## src/rtl/dlu_pkg.sv

```systemverilog
package dlu_pkg;
    typedef enum logic [1:0] {
        OP_ADD = 2'd0,
        OP_SUB = 2'd1,
        OP_MUL = 2'd2
    } op_e;

    typedef enum logic [1:0] {
        LK_SUM = 2'd0,
        LK_PLO = 2'd1,
        LK_PHI = 2'd2
    } lk_e;

    typedef enum logic [2:0] {
        PH_SUM, PH_CIN, PH_MLO, PH_MHI, PH_MCIN, PH_MCY, PH_FIX
    } ph_e;

    typedef enum logic [2:0] {
        ST_IDLE, ST_GET, ST_RD, ST_WAIT, ST_EVAL, ST_PUT, ST_SOUT
    } st_e;

    localparam logic [3:0] DIGIT_TOP = 4'd9;
endpackage

```

## src/rtl/dlu_addr_gen.sv

```systemverilog
module dlu_addr_gen
    import dlu_pkg::*;
#(
    parameter int ADDR_W   = 15,
    parameter int ADD_BASE = 300,
    parameter int MUL_BASE = 100
)(
    input  lk_e               kind,
    input  logic [3:0]        x,
    input  logic [3:0]        y,
    output logic [ADDR_W-1:0] addr
);
    logic [ADDR_W-1:0] pair_idx;

    always_comb begin
        pair_idx = (ADDR_W'(x) << 3) + (ADDR_W'(x) << 1) + ADDR_W'(y);
        unique case (kind)
            LK_SUM:  addr = ADDR_W'(ADD_BASE) + pair_idx;
            LK_PLO:  addr = ADDR_W'(MUL_BASE) + (pair_idx << 1);
            default: addr = ADDR_W'(MUL_BASE) + (pair_idx << 1) + ADDR_W'(1);
        endcase
    end
endmodule

```

## src/rtl/dlu_rd_timer.sv

```systemverilog
module dlu_rd_timer #(
    parameter int LAT = 2
)(
    input  logic clk,
    input  logic rst_n,
    input  logic issue,
    output logic pending,
    output logic done
);
    localparam int CW = (LAT > 1) ? $clog2(LAT) : 1;

    logic [CW-1:0] left_q;

    always_ff @(posedge clk or negedge rst_n) begin
        if (!rst_n) begin
            pending <= 1'b0;
            left_q  <= '0;
        end else if (issue) begin
            pending <= 1'b1;
            left_q  <= CW'(LAT - 1);
        end else if (pending) begin
            if (left_q == '0) pending <= 1'b0;
            else              left_q  <= left_q - 1'b1;
        end
    end

    assign done = pending && (left_q == '0);


    one_read_chk: assert property (@(posedge clk) disable iff (!rst_n)
        issue |-> !pending);
endmodule

```

## src/rtl/dlu_digit_store.sv

```systemverilog
module dlu_digit_store #(
    parameter int DEPTH = 8,
    localparam int IW = (DEPTH > 1) ? $clog2(DEPTH) : 1
)(
    input  logic          clk,
    input  logic          we,
    input  logic [IW-1:0] widx,
    input  logic [3:0]    wdata,
    input  logic [IW-1:0] ridx,
    output logic [3:0]    rdata
);
    logic [3:0] cells [DEPTH];

    always_ff @(posedge clk) begin
        if (we) cells[widx] <= wdata;
    end

    assign rdata = cells[ridx];
endmodule

```

## src/rtl/lut_decimal_alu.sv

```systemverilog
module lut_decimal_alu
    import dlu_pkg::*;
#(
    parameter int ADDR_W     = 15,
    parameter int ADD_BASE   = 300,
    parameter int MUL_BASE   = 100,
    parameter int MEM_LAT    = 2,
    parameter int MAX_DIGITS = 8
)(
    input  logic              clk,
    input  logic              rst_n,
    input  logic              start,
    input  logic [1:0]        op_sel,
    output logic              busy,
    input  logic              dig_valid,
    output logic              dig_ready,
    input  logic [3:0]        dig_a,
    input  logic [3:0]        dig_b,
    input  logic              dig_last,
    output logic              mem_rd_en,
    output logic [ADDR_W-1:0] mem_rd_addr,
    input  logic [3:0]        mem_rd_data,
    output logic              res_valid,
    output logic [3:0]        res_digit,
    output logic              res_last,
    output logic              res_carry,
    output logic              res_neg
);
    localparam int CNT_W = $clog2(MAX_DIGITS + 1);
    localparam int IW    = (MAX_DIGITS > 1) ? $clog2(MAX_DIGITS) : 1;

    st_e  state_q, state_n;
    op_e  op_q;
    ph_e  ph_q;
    lk_e  lk_kind_q;
    logic [3:0] lk_x_q, lk_y_q, rdata_q, carry_q, part_q, hi_q;
    logic [3:0] res_d_q;
    logic       c1_q, last_q, tail_q, neg_q;
    logic       res_last_q, res_carry_q, res_neg_q;
    logic [CNT_W-1:0] dcnt_q, oidx_q;

    logic       rd_pending, rd_done, wrap, start_ok, out_last;
    logic       st_we;
    logic [3:0] st_rdata;

    // a sum digit below its first operand means the lookup wrapped past nine
    assign wrap     = (rdata_q < lk_x_q);
    assign start_ok = start && (op_sel != 2'd3);
    assign out_last = ((oidx_q + 1'b1) == dcnt_q);
    assign st_we    = (state_q == ST_EVAL) && (ph_q == PH_CIN) && (op_q == OP_SUB);

    dlu_addr_gen #(.ADDR_W(ADDR_W), .ADD_BASE(ADD_BASE), .MUL_BASE(MUL_BASE)) i_addr (
        .kind (lk_kind_q),
        .x    (lk_x_q),
        .y    (lk_y_q),
        .addr (mem_rd_addr)
    );

    dlu_rd_timer #(.LAT(MEM_LAT)) i_timer (
        .clk     (clk),
        .rst_n   (rst_n),
        .issue   (mem_rd_en),
        .pending (rd_pending),
        .done    (rd_done)
    );

    dlu_digit_store #(.DEPTH(MAX_DIGITS)) i_store (
        .clk   (clk),
        .we    (st_we),
        .widx  (dcnt_q[IW-1:0]),
        .wdata (rdata_q),
        .ridx  (oidx_q[IW-1:0]),
        .rdata (st_rdata)
    );

    // next-state decision
    always_comb begin
        state_n = state_q;
        unique case (state_q)
            ST_IDLE: if (start_ok) state_n = ST_GET;
            ST_GET:  if (dig_valid) state_n = ST_RD;
            ST_RD:   state_n = ST_WAIT;
            ST_WAIT: if (rd_done) state_n = ST_EVAL;
            ST_EVAL: begin
                unique case (ph_q)
                    PH_SUM, PH_MLO, PH_MHI, PH_MCIN: state_n = ST_RD;
                    PH_CIN:  state_n = (op_q == OP_SUB) ? (last_q ? ST_SOUT : ST_GET) : ST_PUT;
                    default: state_n = ST_PUT;
                endcase
            end
            ST_SOUT: state_n = neg_q ? ST_RD : ST_PUT;
            ST_PUT: begin
                if (tail_q)              state_n = ST_PUT;
                else if (res_last_q)     state_n = ST_IDLE;
                else if (op_q == OP_SUB) state_n = ST_SOUT;
                else                     state_n = ST_GET;
            end
            default: state_n = ST_IDLE;
        endcase
    end

    always_ff @(posedge clk or negedge rst_n) begin
        if (!rst_n) state_q <= ST_IDLE;
        else        state_q <= state_n;
    end

    // datapath registers, advanced per state
    always_ff @(posedge clk or negedge rst_n) begin
        if (!rst_n) begin
            op_q        <= OP_ADD;
            ph_q        <= PH_SUM;
            lk_kind_q   <= LK_SUM;
            lk_x_q      <= '0;
            lk_y_q      <= '0;
            rdata_q     <= '0;
            carry_q     <= '0;
            part_q      <= '0;
            hi_q        <= '0;
            res_d_q     <= '0;
            c1_q        <= 1'b0;
            last_q      <= 1'b0;
            tail_q      <= 1'b0;
            neg_q       <= 1'b0;
            res_last_q  <= 1'b0;
            res_carry_q <= 1'b0;
            res_neg_q   <= 1'b0;
            dcnt_q      <= '0;
            oidx_q      <= '0;
        end else begin
            unique case (state_q)
                ST_IDLE: if (start_ok) begin
                    op_q    <= op_e'(op_sel);
                    carry_q <= (op_sel == 2'd1) ? 4'd1 : 4'd0;
                    dcnt_q  <= '0;
                    oidx_q  <= '0;
                    tail_q  <= 1'b0;
                    neg_q   <= 1'b0;
                end
                ST_GET: if (dig_valid) begin
                    lk_x_q <= dig_a;
                    lk_y_q <= (op_q == OP_SUB) ? (DIGIT_TOP - dig_b) : dig_b;
                    last_q <= dig_last || (dcnt_q == CNT_W'(MAX_DIGITS - 1));
                    if (op_q == OP_MUL) begin
                        ph_q      <= PH_MLO;
                        lk_kind_q <= LK_PLO;
                    end else begin
                        ph_q      <= PH_SUM;
                        lk_kind_q <= LK_SUM;
                    end
                end
                ST_WAIT: if (rd_done) rdata_q <= mem_rd_data;
                ST_EVAL: begin
                    unique case (ph_q)
                        PH_SUM: begin
                            c1_q   <= wrap;
                            lk_x_q <= rdata_q;
                            lk_y_q <= carry_q;
                            ph_q   <= PH_CIN;
                        end
                        PH_CIN: begin
                            carry_q <= {3'b000, c1_q | wrap};
                            dcnt_q  <= dcnt_q + 1'b1;
                            if (op_q == OP_SUB) begin
                                if (last_q) begin
                                    neg_q   <= !(c1_q | wrap);
                                    oidx_q  <= '0;
                                    carry_q <= 4'd1;
                                end
                            end else begin
                                res_d_q     <= rdata_q;
                                res_last_q  <= last_q;
                                res_carry_q <= last_q & (c1_q | wrap);
                                res_neg_q   <= 1'b0;
                            end
                        end
                        PH_MLO: begin
                            part_q    <= rdata_q;
                            lk_kind_q <= LK_PHI;
                            ph_q      <= PH_MHI;
                        end
                        PH_MHI: begin
                            hi_q      <= rdata_q;
                            lk_kind_q <= LK_SUM;
                            lk_x_q    <= part_q;
                            lk_y_q    <= carry_q;
                            ph_q      <= PH_MCIN;
                        end
                        PH_MCIN: begin
                            part_q <= rdata_q;
                            lk_x_q <= hi_q;
                            lk_y_q <= {3'b000, wrap};
                            ph_q   <= PH_MCY;
                        end
                        PH_MCY: begin
                            carry_q     <= rdata_q;
                            dcnt_q      <= dcnt_q + 1'b1;
                            res_d_q     <= part_q;
                            res_last_q  <= 1'b0;
                            res_carry_q <= 1'b0;
                            res_neg_q   <= 1'b0;
                            tail_q      <= last_q;
                        end
                        default: begin
                            carry_q     <= {3'b000, wrap};
                            res_d_q     <= rdata_q;
                            res_neg_q   <= 1'b1;
                            res_carry_q <= 1'b0;
                            res_last_q  <= out_last;
                        end
                    endcase
                end
                ST_SOUT: begin
                    if (neg_q) begin
                        lk_kind_q <= LK_SUM;
                        lk_x_q    <= DIGIT_TOP - st_rdata;
                        lk_y_q    <= carry_q;
                        ph_q      <= PH_FIX;
                    end else begin
                        res_d_q     <= st_rdata;
                        res_neg_q   <= 1'b0;
                        res_carry_q <= 1'b0;
                        res_last_q  <= out_last;
                    end
                end
                ST_PUT: begin
                    if (tail_q) begin
                        res_d_q    <= carry_q;
                        res_last_q <= 1'b1;
                        tail_q     <= 1'b0;
                    end else if (!res_last_q && op_q == OP_SUB) begin
                        oidx_q <= oidx_q + 1'b1;
                    end
                end
                default: ;
            endcase
        end
    end

    // outputs decoded from state
    always_comb begin
        busy      = (state_q != ST_IDLE);
        dig_ready = (state_q == ST_GET);
        mem_rd_en = (state_q == ST_RD);
        res_valid = (state_q == ST_PUT);
        res_digit = res_d_q;
        res_last  = res_last_q;
        res_carry = res_carry_q;
        res_neg   = res_neg_q;
    end


    sum_window_chk: assert property (@(posedge clk) disable iff (!rst_n)
        (mem_rd_en && lk_kind_q == LK_SUM) |->
        (mem_rd_addr >= ADDR_W'(ADD_BASE) && mem_rd_addr <= ADDR_W'(ADD_BASE + 99)));


    prod_window_chk: assert property (@(posedge clk) disable iff (!rst_n)
        (mem_rd_en && lk_kind_q != LK_SUM) |->
        (mem_rd_addr >= ADDR_W'(MUL_BASE) && mem_rd_addr <= ADDR_W'(MUL_BASE + 199)));


    ready_idle_read_chk: assert property (@(posedge clk) disable iff (!rst_n)
        dig_ready |-> !rd_pending);


    digit_range_chk: assert property (@(posedge clk) disable iff (!rst_n)
        res_valid |-> (res_digit <= DIGIT_TOP));


    result_in_busy_chk: assert property (@(posedge clk) disable iff (!rst_n)
        res_valid |-> busy);


    start_ignored_chk: assert property (@(posedge clk) disable iff (!rst_n)
        (busy && start) |=> (op_q == $past(op_q)));


    field_limit_chk: assert property (@(posedge clk) disable iff (!rst_n)
        dig_ready |-> (dcnt_q < CNT_W'(MAX_DIGITS)));
endmodule

```

## config.mk

```make
export PLATFORM = sky130hd
export DESIGN_NAME = lut_decimal_alu
export DESIGN_NICKNAME = d
export VERILOG_FILES = /design/src/rtl/dlu_pkg.sv /design/src/rtl/dlu_addr_gen.sv /design/src/rtl/dlu_rd_timer.sv /design/src/rtl/dlu_digit_store.sv /design/src/rtl/lut_decimal_alu.sv
export SDC_FILE = /design/constraint.sdc
export NUM_CORES = 1
export LEC_CHECK = 0
export BUFFER_PORTS_ARGS = -buffer_cell sky130_fd_sc_hd__buf_2
export CAP_MARGIN = 30
export CORE_ASPECT_RATIO = 1.2
export CORE_MARGIN = 3
export CORE_UTILIZATION = 23
export CTS_CLUSTER_SIZE = 10
export DETAILED_ROUTE_END_ITERATION = 6
export SETUP_SLACK_MARGIN = 0.2
export SLEW_MARGIN = 20
export SYNTH_ARGS = -nofsm -noshare
export SYNTH_HDL_FRONTEND = slang
export SYNTH_SLANG_ARGS = --single-unit
```

## constraint.sdc

```tcl
create_clock -name clk -period 3.27 [get_ports clk]
set_input_delay 0.1635 -clock clk [delete_from_list [all_inputs] [get_ports clk]]
set_output_delay 0.1635 -clock clk [all_outputs]
set_load 0.1 [all_outputs]
```

Word-level counts from Yosys, hierarchy flattened
Memories as Yosys holds them, arrays and structs flattened.
Index checks and enable logic that the tools add are counted.
- bits of input ports: 19
- bits in registers: 55
- output and inout port bits: 26
- bits in writable memories: 32
- word-level logic and storage cells: 192
- memories: 1
- reductions and logical operators: 40
- magnitude comparators: 1
- multiplexer cells: 78
- bitwise logic cells: 3
- add/sub/neg operators: 10
- equal/unequal tests: 37
- memory list (memory ; depth ; bits a word ; rd ports ; clocked after memory_dff ; wr ports ; RTL line ; text):
    i_store.cells ; 8 ; 4 ; 1 ; 0 ; 1 ; dlu_digit_store.sv:12 ; logic [3:0] cells [DEPTH];
- operator list (operator ; count):
    $pmux W4 S3 ; 7
    $mux W4 ; 16
    $mux W3 ; 11
    $pmux W15 S2 ; 1
    $pmux W4 S2 ; 3
    $mux W1 ; 23
    $pmux W3 S7 ; 1
    $reduce_and A4 Y1 ; 5
    $ne A2 B2 Y1 const B ; 9
    $add A15 B1 Y15 const B ; 1
    $add A15 B4 Y15 ; 1
    $add A7 B15 Y15 const A ; 1
    $add A9 B15 Y15 const A ; 1
    $eq A3 B3 Y1 const B ; 5
    $eq A3 B2 Y1 const B ; 4
    $ne A2 B1 Y1 const B ; 6
    $pmux W1 S3 ; 4
    $pmux W3 S4 ; 1
    $reduce_and A2 Y1 ; 6
    $reduce_and A3 Y1 ; 4
    $reduce_bool A3 Y1 ; 4
    $reduce_and A5 Y1 ; 2
    $pmux W3 S3 ; 1
    $add A4 B1 Y4 const B ; 2
    other kinds (31) ; 50

Logic depth before layout (Yosys ltp)
Gate-level depths: netlist of run 1.
- word-level depth: 7
- depth in mapped cells: 10

Modules after synthesis
From an unflattened synthesis of run 1, not the netlist that was laid out.
- cell total of the unflattened synthesis: 490
- area total of the unflattened synthesis: 5262.5 µm²
- by module, submodules not included (module ; seq. area each (µm²) ; area each (µm²) ; cells each ; times used):
    lut_decimal_alu ; 1326.3 ; 3259.4 ; 348 ; 1
    dlu_digit_store ; 960.9 ; 1290.0 ; 59 ; 1
    dlu_addr_gen ; 0.0 ; 639.4 ; 77 ; 1
    dlu_rd_timer ; 50.0 ; 73.8 ; 6 ; 1

Worst setup path after synthesis of run 1
No wires, ideal clock.
- path kind: reg2out
- from: register lk_x_q[2]
- to: output mem_rd_addr[9]
- buffers on the path: 0
- arrival: 4.008 ns
- required time: 3.107 ns
- cell stages (with the launch flop): 9
- path slack: -0.902 ns
- cells stage by stage: dfrtp_1 > ha_1 > fa_1 > xnor2_2 > a211oi_2 > nor3_1 > nor2_2 > nand2b_1 > nor3_1
- word-level cells in the longest chain between the ends: 5
- elaborated cells on any way between the ends: 6
- classes of those cells: add/sub: 5; mux: 1
- ends and longest elaborated chain (what ; RTL line ; text):
    start: declaration ; lut_decimal_alu.sv:36 ; logic [3:0] lk_x_q, lk_y_q, rdata_q, carry_q, part_q, hi_q;
    start signal: assignment ; lut_decimal_alu.sv:140 ; lk_x_q <= dig_a;
    start signal: assignment ; lut_decimal_alu.sv:156 ; lk_x_q <= rdata_q;
    start signal: assignment ; lut_decimal_alu.sv:184 ; lk_x_q <= part_q;
    $add A7 B5 Y8 (*) ; dlu_addr_gen.sv:16 ; pair_idx = (ADDR_W'(x) << 3) + (ADDR_W'(x) << 1) + ADDR_W'(y);
    $add A15 B4 Y15 (*) ; dlu_addr_gen.sv:16 ;
    $add A7 B15 Y15 ; dlu_addr_gen.sv:19, dlu_addr_gen.sv:20 ;
    $add A15 B1 Y15 ; dlu_addr_gen.sv:20 ; default: addr = ADDR_W'(MUL_BASE) + (pair_idx << 1) + ADDR_W'(1);
    $pmux W15 S2 (*) ; dlu_addr_gen.sv:17 ; unique case (kind)
    end: declaration ; lut_decimal_alu.sv:21 ; output logic [ADDR_W-1:0] mem_rd_addr,
Every way passes the cells marked *; elsewhere a longest branch is shown, timed or not.

Final worst setup path of run 1
- from: register lk_x_q[0]
- to: output mem_rd_addr[7]
Same word-level chain as after synthesis.

==> flow_summary_export.csv, run 1 <==
group,metric,value,unit
sta,worst_pin_slew,0.6796,ns
sta,finalSetupViolations,0,
synthesis,yosysTopAreaCell,"dfrtp_1",
layout,area_delta_synth_final,20.42,%
floorplan,die-area,24270,sq um
layout,layout_commonest_cell,"dfrtp_1",
sta,setup_tns,0,ns
placed_design,dpl.hpwl,10150,microns
synthesis,avgSynthCellArea,10.38,sq um
sta,rsz0062_at_grt,"true",
placed_design,dpl_cell_area,5742,sq um
drt,viasPerCell,4.758,
cts,cts_max_level,3,
layout,fin_area,6213,sq um
synthesis,synth-compound-area-share,16.39,%
worst_hold_path,min_path_type,"input pin to flip-flop",
worst_hold_path,min_path_cells,2,
synthesis,async_reset_ff_share,63.22,%
floorplan,core,21850,sq um
sta,setup_slack,0.2893,ns
critical_path,critPathCaptureType,"output pin",
layout,drive_gt1_share,25.49,%
synthesis,synth_seq_area_share,45.30,%
sta,max_freq,335.5,MHz
floorplan,die_w,142.7,microns
grt,grt_pass1_vias,3864,
critical_path,regToRegSetupSlack,0.73,ns
sta,fin_worst_skew,0.01015,ns
critical_path,worstSetupStartpointType,"flip-flop",
sta,final_max_slew_viol_count,0,
floorplan,ioPinCount,45,
sta,max_slew_margin,54.35,%
cts,clk_pin_slew,0.07,ns
placed_design,place_inst,804,
synthesis,synthMuxAreaShare,11.11,%
synthesis,synth_top_area_share,26.67,%
synthesis,synth.distinct_cells,69,
synthesis,synth_top_family_by_area,"compound AO/OA/AOI/OAI gates",
critical_path,cp.arrival,2.82,ns
drt,via_count,3954,
floorplan,start_util,23.61,%
synthesis,yosys_warnings,0,
cts,cts_tree,"done",
worst_hold_path,hold_path_end,"rdata_q[1]",
run,max-cap-violations,0,
sta,hold_viol_final,0,
floorplan,rows,59,
sta,finalCritPeriodShare,91.15,%
grt,grt_overflow,0,
critical_path,crit_fanout,5,
synthesis,synthTopCellsByArea,"dfrtp_1 (27%), edfxtp_1 (19%), mux2_2 (4.8%)",
synthesis,yosys.area_share.simple,14.57,%
synthesis,synth_edf_count,32,
drt,postRouteAntennaNets,0,
floorplan,die_y,170.1,microns
synthesis,netlist_area,5160,sq um
worst_hold_path,hp-start,"mem_rd_data[1]",
cts,clock-sinks,87,
status,status,"completed",
layout,final_cells,831,
grt,grt_pass1_wl,21410,microns
layout,diodes,0,
critical_path,critPathLaunch,"lk_x_q[0]",
layout,multi_input_area,2716,sq um
sta,period_minus_slack,2.981,ns
cts,cts.path.max_buffers,2,
grt,grt_max_degree,23,
grt,antenna_found_initial,0,
drt,drt_iter0_markers,194,
synthesis,yosys_most_used_dff,"dfrtp_1",
synthesis,synth-seq-cells,87,
layout,nets,588,
cts,cts_buffers,9,
cts,insertion_delay,0.35,ns
placed_design,dpl_worst_slack,0.3917,ns
critical_path,r2r_cells,8,
layout,seqCellArea,2340,sq um
critical_path,crit_type,"flip-flop to output pin",
placed_design,portBuffers,39,
drt,route.detailed.drc,0,
synthesis,synth-xor-area-share,3.904,%
critical_path,timing.rr.start,"oidx_q[0]",
critical_path,r2r-end,"lk_x_q[2]",
critical_path,worstPathRequired,3.11,ns
cts,ctsRootBufferMaster,"clkbuf_16",
layout,layout_common_cells,"dfrtp_1 (53), nor2_1 (50), nand2_1 (47)",
synthesis,synthesis.instances,497,
drt,wl_per_cell,16.03,microns
drt,routed_wirelength,13320,microns
synthesis,synthAdderAreaFrac,4.413,%
placed_design,gp_congestion,0.8531,
grt,track_usage,11.25,%
layout,n_fill_cell,2307,
drt,drt_pass1_iterations,4,
==> Yosys cell counts, types with 9 or more instances <==
| cell type | number |
|---|---|
| nand2_1 | 47 |
| nor3_1 | 11 |
| nor2_1 | 50 |
| nand3_1 | 15 |
| ha_1 | 15 |
| a21oi_1 | 37 |
| o21ai_0 | 20 |
| o22ai_1 | 9 |
| edfxtp_1 | 32 |
| dfrtp_1 | 55 |
| mux2_2 | 22 |
| mux2i_1 | 10 |
| xnor2_1 | 15 |
| inv_1 | 22 |
| clkbuf_1 | 9 |
==> final cells by class <==
cell class              instances  share of cell area [%]
clock buffers                   9                   3.625
clock inverters                 7                  0.9867
inverters                      24                   1.450
multi-input cells             367                   43.72
flip-flops and latches         87                   37.66
well taps                     274                   5.518
repair buffers                 63                   7.048
==> state kept, by name (all words and copies together) (netlist names), 2 cells and up <==
| name | cells |
|---|---|
| lk_x_q | 4 |
| lk_y_q | 4 |
| carry_q | 4 |
| res_digit | 4 |
| op_q | 2 |
| lk_kind_q | 2 |
| dcnt_q | 4 |
| hi_q | 4 |
| ph_q | 3 |
| state_q | 3 |
| i_store.cells | 32 |
| rdata_q | 4 |
| oidx_q | 4 |
| part_q | 4 |
==> worst max path at each step <==
stage | slack, ns | to | cells after the start
floorplan | -0.07 | mem_rd_addr[9] | 8
global placement | 0.40 | mem_rd_addr[8] | 9
detailed placement | 0.39 | mem_rd_addr[6] | 9
CTS | 0.18 | mem_rd_addr[6] | 10
global route | 0.17 | mem_rd_addr[6] | 11
finish | 0.29 | mem_rd_addr[7] | 9
==> metrics by stage <==
stage	util [%]	hold slack (ns)
2_1_floorplan	-	-0.1321
3_3_place_gp	26.15	0.3972
3_5_place_dp	26.28	0.2198
4_1_cts	27.90	0.03481
5_1_grt	28.44	0.04324
6_report	28.44	0.04287
==> routing by layer <==
layer,wire length (microns),vias up,track usage (%)
met5,0,-,0
met4,208,0,3.514
met3,527,14,1.967
met2,6771,87,19.28
met1,5816,1928,14.40
li1,-,1925,-
==> cell families after synthesis <==
kind of cell	count (synthesis)
XOR/XNOR	20
AND/OR/NAND/NOR	161
other	1
AO/OA/AOI/OAI	123
adder cells (fa/ha/maj)	17
flip-flops	87
buffers and inverters	47
multiplexers	41
==> worst max-delay path, cell delays in order (launching register included) <==
cell and delay [ns]:
dfrtp_1 0.40, ha_2 0.21, fa_2 0.64, inv_2 0.07, a211oi_4 0.19, o21a_2 0.19, nor2_2 0.07, a2111o_1 0.39
o211ai_2 0.10, buf_12 0.20
==> timing repair <==
item	CTS	global route
buffers inserted	4	6
resized for setup	10	17
hold buffers	1	0
endpoints found under the setup margin	4	5
hold endpoints to repair	20	0
pin swaps	3	3
Power of run 1 is left out: the tool's default activity adds up to more than one toggle a clock period on the data nets, which glitch-free logic cannot reach.
==> run 2: changes to the inputs <==
--- a/config.mk
+++ b/config.mk
@@ -12,8 +12,10 @@
 export CORE_UTILIZATION = 23
 export CTS_CLUSTER_SIZE = 10
 export DETAILED_ROUTE_END_ITERATION = 6
+export RECOVER_POWER = 100
 export SETUP_SLACK_MARGIN = 0.2
 export SLEW_MARGIN = 20
 export SYNTH_ARGS = -nofsm -noshare
 export SYNTH_HDL_FRONTEND = slang
+export SYNTH_HIERARCHICAL = 1
 export SYNTH_SLANG_ARGS = --single-unit
==> run 2 against run 1 <==
The run now ends with negative setup slack left. Non-clock buffer count down 2. Synthesized area increased by 2.0%. Sequential share of layout area decreased by 0.24 points. Wire length increased by 2.0%. Synthesized cell count is 1.4% lower. Register-to-register slack got worse by 0.42 ns. Global-route usage barely moved. Via count increased by 0.66%. Clock skew is 0.0048 ns lower. Utilization down 0.61 points. Largest cell class unchanged.
==> flow_summary_export.csv, run 2 <==
group,metric,value,unit
critical_path,crit_fanout,3,
critical_path,cp_slowest_stage_delay,0.59,ns
layout,regMostFlops,"i_store/cells",
layout,layout_commonest_cell,"dfrtp_1",
sta,max_freq,305.3,MHz
sta,rsz0062_at_grt,"true",
floorplan,rows,60,
critical_path,critPathLaunch,"lk_x_q[0]",
sta,finalSetupViolations,1,
synthesis,yosys.area_share.simple,14.22,%
cts,cts.path.max_buffers,2,
placed_design,gp_congestion,0.8556,
layout,n_fill_cell,2317,
synthesis,synthAdderAreaFrac,4.803,%
sta,period_minus_slack,3.275,ns
sta,fin_worst_skew,0.005336,ns
floorplan,die_y,171.7,microns
synthesis,synth_edf_count,32,
synthesis,avgSynthCellArea,10.74,sq um
critical_path,cp_num_buf_inv,2,
critical_path,worstPathRequired,3.11,ns
cts,clk_pin_slew,0.06,ns
synthesis,netlist_area,5263,sq um
synthesis,yosys_most_used_dff,"dfrtp_1",
placed_design,dpl.hpwl,10370,microns
sta,max_slew_margin,15.17,%
cts,clock-sinks,87,
grt,grt_overflow,0,
synthesis,synth-seq-cells,87,
layout,final_util,27.83,%
sta,worst_pin_slew,1.272,ns
critical_path,critPathCaptureType,"output pin",
drt,route.detailed.drc,0,
layout,diodes,0,
synthesis,synthesis.instances,490,
synthesis,synth-xor-area-share,3.281,%
layout,layout_common_cells,"dfrtp_1 (55), nor2_1 (42), nand2_1 (36)",
drt,via_count,3980,
synthesis,synth_seq_area_share,44.41,%
placed_design,dpl_cell_area,5941,sq um
grt,track_usage,11.22,%
synthesis,synth-compound-area-share,17.19,%
floorplan,ioPinCount,45,
layout,seqCellArea,2337,sq um
floorplan,start_util,23.44,%
critical_path,timing.rr.start,"state_q[1]",
drt,viasPerCell,4.824,
sta,finalCritPeriodShare,100.2,%
synthesis,yosys_warnings,6,
drt,drt_pass1_iterations,4,
sta,final_max_slew_viol_count,0,
critical_path,crit_chain,"fa_1 -> fa_2 -> inv_2 -> ha_4 -> nor3b_4 -> a2111oi_4 -> nand2_1 -> nor3b_4 -> nor3b_4 -> buf_12",
critical_path,crit_type,"flip-flop to output pin",
drt,drt_iter0_markers,221,
drt,routed_wirelength,13580,microns
worst_hold_path,min_path_type,"input pin to flip-flop",
synthesis,synthTopCellsByArea,"dfrtp_1 (26%), edfxtp_1 (18%), mux2_2 (4.9%)",
placed_design,portBuffers,39,
grt,grt_pass1_vias,3880,
cts,cts_tree,"done",
critical_path,regToRegSetupSlack,0.31,ns
synthesis,synth_top_area_share,26.15,%
layout,area_delta_synth_final,18.69,%
grt,grt_pass1_wl,21740,microns
synthesis,synthMuxAreaShare,11.44,%
layout,fin_area,6246,sq um
critical_path,r2r-end,"oidx_q[3]",
synthesis,synth_most_common_cell,"dfrtp_1",
drt,wl_per_cell,16.47,microns
floorplan,die_w,144.1,microns
floorplan,core,22450,sq um
critical_path,cp.arrival,3.11,ns
sta,fin_worst_hold_slack,0.05560,ns
cts,ctsRootBufferMaster,"clkbuf_16",
floorplan,die-area,24740,sq um
layout,drive_gt1_share,21.06,%
sta,hold_viol_final,0,
synthesis,synthTopCellsByCount,"dfrtp_1 (55), nor2_1 (41), nand2_1 (36)",
run,max-cap-violations,0,
status,violations,"negative setup slack",
sta,setup_slack,-0.005372,ns
critical_path,cp_num_cells,10,
critical_path,critical_path.endpoint,"mem_rd_addr[8]",
critical_path,cpLargestDelayFamily,"adder cells",
critical_path,r2r_cells,7,
cts,insertion_delay,0.34,ns
grt,grt_max_degree,28,
critical_path,cp_slowest_cell,"fa_1",
status,status,"complete, but fails checks",
critical_path,worstSetupStartpointType,"flip-flop",
drt,postRouteAntennaNets,0,
cts,cts_buffers,9,
synthesis,yosysTopAreaCell,"dfrtp_1",
synthesis,synth_top_family_by_area,"compound AO/OA/AOI/OAI gates",
critical_path,cpMostUsedCell,"nor3b_4",
placed_design,dpl_worst_slack,0.2121,ns
synthesis,synth.distinct_cells,78,
layout,multi_input_area,2805,sq um
layout,nets,579,
cts,cts_max_level,3,
grt,antenna_found_initial,0,
synthesis,async_reset_ff_share,63.22,%
layout,largest_register_ff_count,32,
==> run 2: changes by cell type after synthesis, sizes merged, moves of 4 or more <==
cell / previous run / this run
a21oi: 38 / 21
nor2: 55 / 42
nand2: 47 / 36
o21ai: 23 / 33
nand2b: 7 / 14
o31ai: 2 / 8
a2bb2oi: 0 / 5
mux2: 22 / 27
nand3: 16 / 11
a22oi: 4 / 8
==> run 2: routing by layer <==
layer  part of all wire, %  track usage [%]
met2                    47            18.17
met1                    44            14.89
met3                   5.8            2.169
met5                     0                0
met4                   3.1            4.095
==> run 2: logic make-up (layout without fill, tap and decap cells) <==
kind of cell | Yosys count | in the layout
buffers and inverters | 49 | 101
xor gates and xnor gates | 18 | 18
DFF | 87 | 87
muxes | 43 | 43
adders and majority gates | 19 | 19
and+or+nand+nor | 145 | 145
AOI/OAI and AO/OA | 128 | 128
other | 1 | 5
==> run 2: worst min-delay path by stage <==
| stage | start | to | slack, ns | cells after the start |
|---|---|---|---|---|
| after floorplan | rst_n | c1_q | -0.13 | 0 |
| after global placement | rst_n | op_q[1] | 0.40 | 1 |
| after detailed placement | rst_n | op_q[1] | 0.17 | 1 |
| after CTS | mem_rd_data[1] | rdata_q[1] | 0.05 | 2 |
| after global routing | mem_rd_data[0] | rdata_q[0] | 0.05 | 2 |
| final | mem_rd_data[1] | rdata_q[1] | 0.06 | 2 |
==> run 2: layout make-up <==
cell class	instances	area share, %
clock buffer	10	3.826
inverter	24	1.442
tap	279	5.589
multi-input combinational	358	44.91
clock inverter	6	1.102
sequential	87	37.42
timing repair buffer	61	5.709
==> run 2: stage by stage <==
step                      setup TNS [ns]  std cells
after floorplan                  -0.1321        494
after global placement                 0        804
after detailed placement               0        805
after CTS                       -0.03089        824
after global routing             -0.2976        825
final                          -0.005372        825
==> run 2: timing repair <==
action | CTS | global route
resized for setup | 6 | 17
hold buffers | 1 | 0
hold endpoints to repair | 20 | 0
pin swaps | 4 | 10
endpoints found under the setup margin | 6 | 7
buffers inserted | 2 | 1
Power of run 2 is left out for the same reason.
==> run 3: changes to the inputs <==
--- a/config.mk
+++ b/config.mk
@@ -8,7 +8,6 @@
 export BUFFER_PORTS_ARGS = -buffer_cell sky130_fd_sc_hd__buf_2
 export CAP_MARGIN = 30
 export CORE_ASPECT_RATIO = 1.2
-export CORE_MARGIN = 3
 export CORE_UTILIZATION = 23
 export CTS_CLUSTER_SIZE = 10
 export DETAILED_ROUTE_END_ITERATION = 6
==> run 3 against run 2 <==
The run still ends with negative setup slack left. Utilization shrank 0.41 points. Global-route usage grew 0.77 points. Die area shrank 5.0%. Flip-flop and latch count is the same. Maximum frequency shrank 0.11%. Wire length shrank 0.99%. Non-clock buffer count shrank 2. Clock skew grew 0.0023 ns. Via count grew 0.43%. Sequential share of layout area grew 0.56 points. Setup slack lost 0.0035 ns. Highest routed layer unchanged.
==> flow_summary_export.csv, run 3 (synthesis gave the netlist of run 2 again) <==
group,metric,value,unit
placed_design,portBuffers,39,
layout,layout_common_cells,"dfrtp_1 (55), nor2_1 (42), nand2_1 (36)",
cts,cts_max_level,3,
critical_path,cp.arrival,3.12,ns
sta,fin_worst_hold_slack,0.06653,ns
status,violations,"negative setup slack",
critical_path,critPathCaptureType,"output pin",
cts,ctsRootBufferMaster,"clkbuf_16",
layout,regMostFlops,"i_store/cells",
cts,insertion_delay,0.34,ns
placed_design,dpl_worst_slack,0.2131,ns
cts,cts_tree,"done",
sta,worst_pin_slew,1.196,ns
layout,largest_register_ff_count,32,
drt,wl_per_cell,16.36,microns
layout,multi_input_area,2744,sq um
sta,final_max_slew_viol_count,0,
floorplan,die-area,23490,sq um
layout,diodes,0,
layout,n_fill_cell,2339,
sta,hold_viol_final,0,
grt,grt_overflow,0,
cts,cts.path.max_buffers,2,
run,max-cap-violations,0,
floorplan,core,22450,sq um
placed_design,dpl.hpwl,10200,microns
critical_path,cpLargestDelayFamily,"adder cells",
critical_path,cp_slowest_cell,"fa_1",
sta,setup_slack,-0.008892,ns
grt,grt_max_degree,40,
sta,max_freq,305.0,MHz
sta,max_slew_margin,20.29,%
critical_path,cpMostUsedCell,"nor3b_4",
layout,final_util,27.42,%
floorplan,rows,60,
worst_hold_path,min_path_type,"input pin to flip-flop",
grt,use_met3,2.402,%
cts,cts_buffers,9,
grt,antenna_found_initial,0,
critical_path,cp_slowest_stage_delay,0.61,ns
status,status,"complete, but fails checks",
grt,globalRouteMet1Util,14.81,%
placed_design,gp_congestion,0.8408,
sta,rsz0062_at_grt,"true",
critical_path,crit_fanout,3,
grt,busiest_layer,"met2",
critical_path,worstPathRequired,3.11,ns
sta,finalSetupViolations,1,
grt,grt_pass1_vias,3913,
drt,drt_iter0_markers,235,
floorplan,die_w,140.1,microns
drt,viasPerCell,4.863,
grt,use_met2,20.20,%
floorplan,die_y,167.7,microns
critical_path,worstSetupStartpointType,"flip-flop",
critical_path,crit_type,"flip-flop to output pin",
floorplan,start_util,23.44,%
drt,via_count,3997,
critical_path,crit_chain,"fa_1 -> fa_2 -> inv_2 -> ha_4 -> nor3b_2 -> a2111oi_2 -> nand2_1 -> nor3b_4 -> nor3b_4 -> buf_12",
cts,clk_pin_slew,0.06,ns
sta,fin_worst_skew,0.007640,ns
layout,layout_commonest_cell,"dfrtp_1",
grt,track_usage,11.99,%
cts,clock-sinks,87,
floorplan,ioPinCount,45,
drt,postRouteAntennaNets,0,
sta,period_minus_slack,3.279,ns
layout,nets,577,
critical_path,cp_num_buf_inv,2,
layout,area_delta_synth_final,16.95,%
drt,routed_wirelength,13450,microns
sta,finalCritPeriodShare,100.3,%
grt,grt_pass1_wl,21600,microns
drt,route.detailed.drc,0,
layout,seqCellArea,2337,sq um
layout,drive_gt1_share,19.71,%
drt,drt_pass1_iterations,4,
[run 3: changes by cell type in the layout (fill, tap and decap cells not counted), moves of 2 or more]
cell      change
o21ai_0       +2
o21ai_1       -2
ha_1          +2
clkinv_1      +2
clkinv_4      -2
clkbuf_4      -2
[run 3: worst register-to-register path: cells and delay by family (launching register included)]
kind,cells,cell delay [ns]
multiplexers,1,0.39
AO/OA/AOI/OAI,2,1.02
flip-flops,1,0.34
buffers and inverters,1,0.81
AND/OR/NAND/NOR,1,0.32
[run 3: worst paths after layout]
path / end / slack [ns] / start / cells after the start
min: rdata_q[1] / 0.07 / mem_rd_data[1] / 2
min reg2reg: i_timer/pending / 0.48 / i_timer/pending / 1
max: mem_rd_addr[8] / -0.009 / lk_x_q[0] / 10
max reg2reg: lk_y_q[0] / 0.27 / state_q[1] / 5
max in group asynchronous: hi_q[2] / 1.11 / rst_n / 3
min in group asynchronous: op_q[1] / 0.52 / rst_n / 2
[run 3: per-stage QoR]
step | setup TNS, ns | std cells | cell area (sq um)
final | -0.008892 | 822 | 6155
after global routing | -0.1994 | 822 | 6155
after CTS | -0.04770 | 820 | 6226
after detailed placement | 0 | 803 | 5913
after global placement | 0 | 803 | 5913
after floorplan | -0.1321 | 494 | 5355
[run 3: area by class of cell]
| cell class | count | share of cell area (%) |
|---|---|---|
| inverters | 24 | 1.464 |
| flip-flops and latches | 87 | 37.98 |
| clock buffers | 10 | 3.720 |
| multi-input cells | 358 | 44.58 |
| clock inverters | 5 | 0.8132 |
| well taps | 279 | 5.672 |
| repair buffers | 59 | 5.774 |
[run 3: what timing repair did]
item / CTS / global route
setup endpoints to repair: 6 / 7
pin swaps: 4 / 5
gates resized for setup: 6 / 5
hold buffers: 1 / 0
hold endpoints to repair: 38 / 0
setup buffers: 1 / 1
cloned: 0 / 0
[run 3: routing by layer]
layer / routed length (microns) / vias up
li1: - / 1906
met1: 5768 / 1955
met2: 6630 / 115
met3: 709 / 21
met4: 340 / 0
met5: 0 / -
Power of run 3 is left out for the same reason.
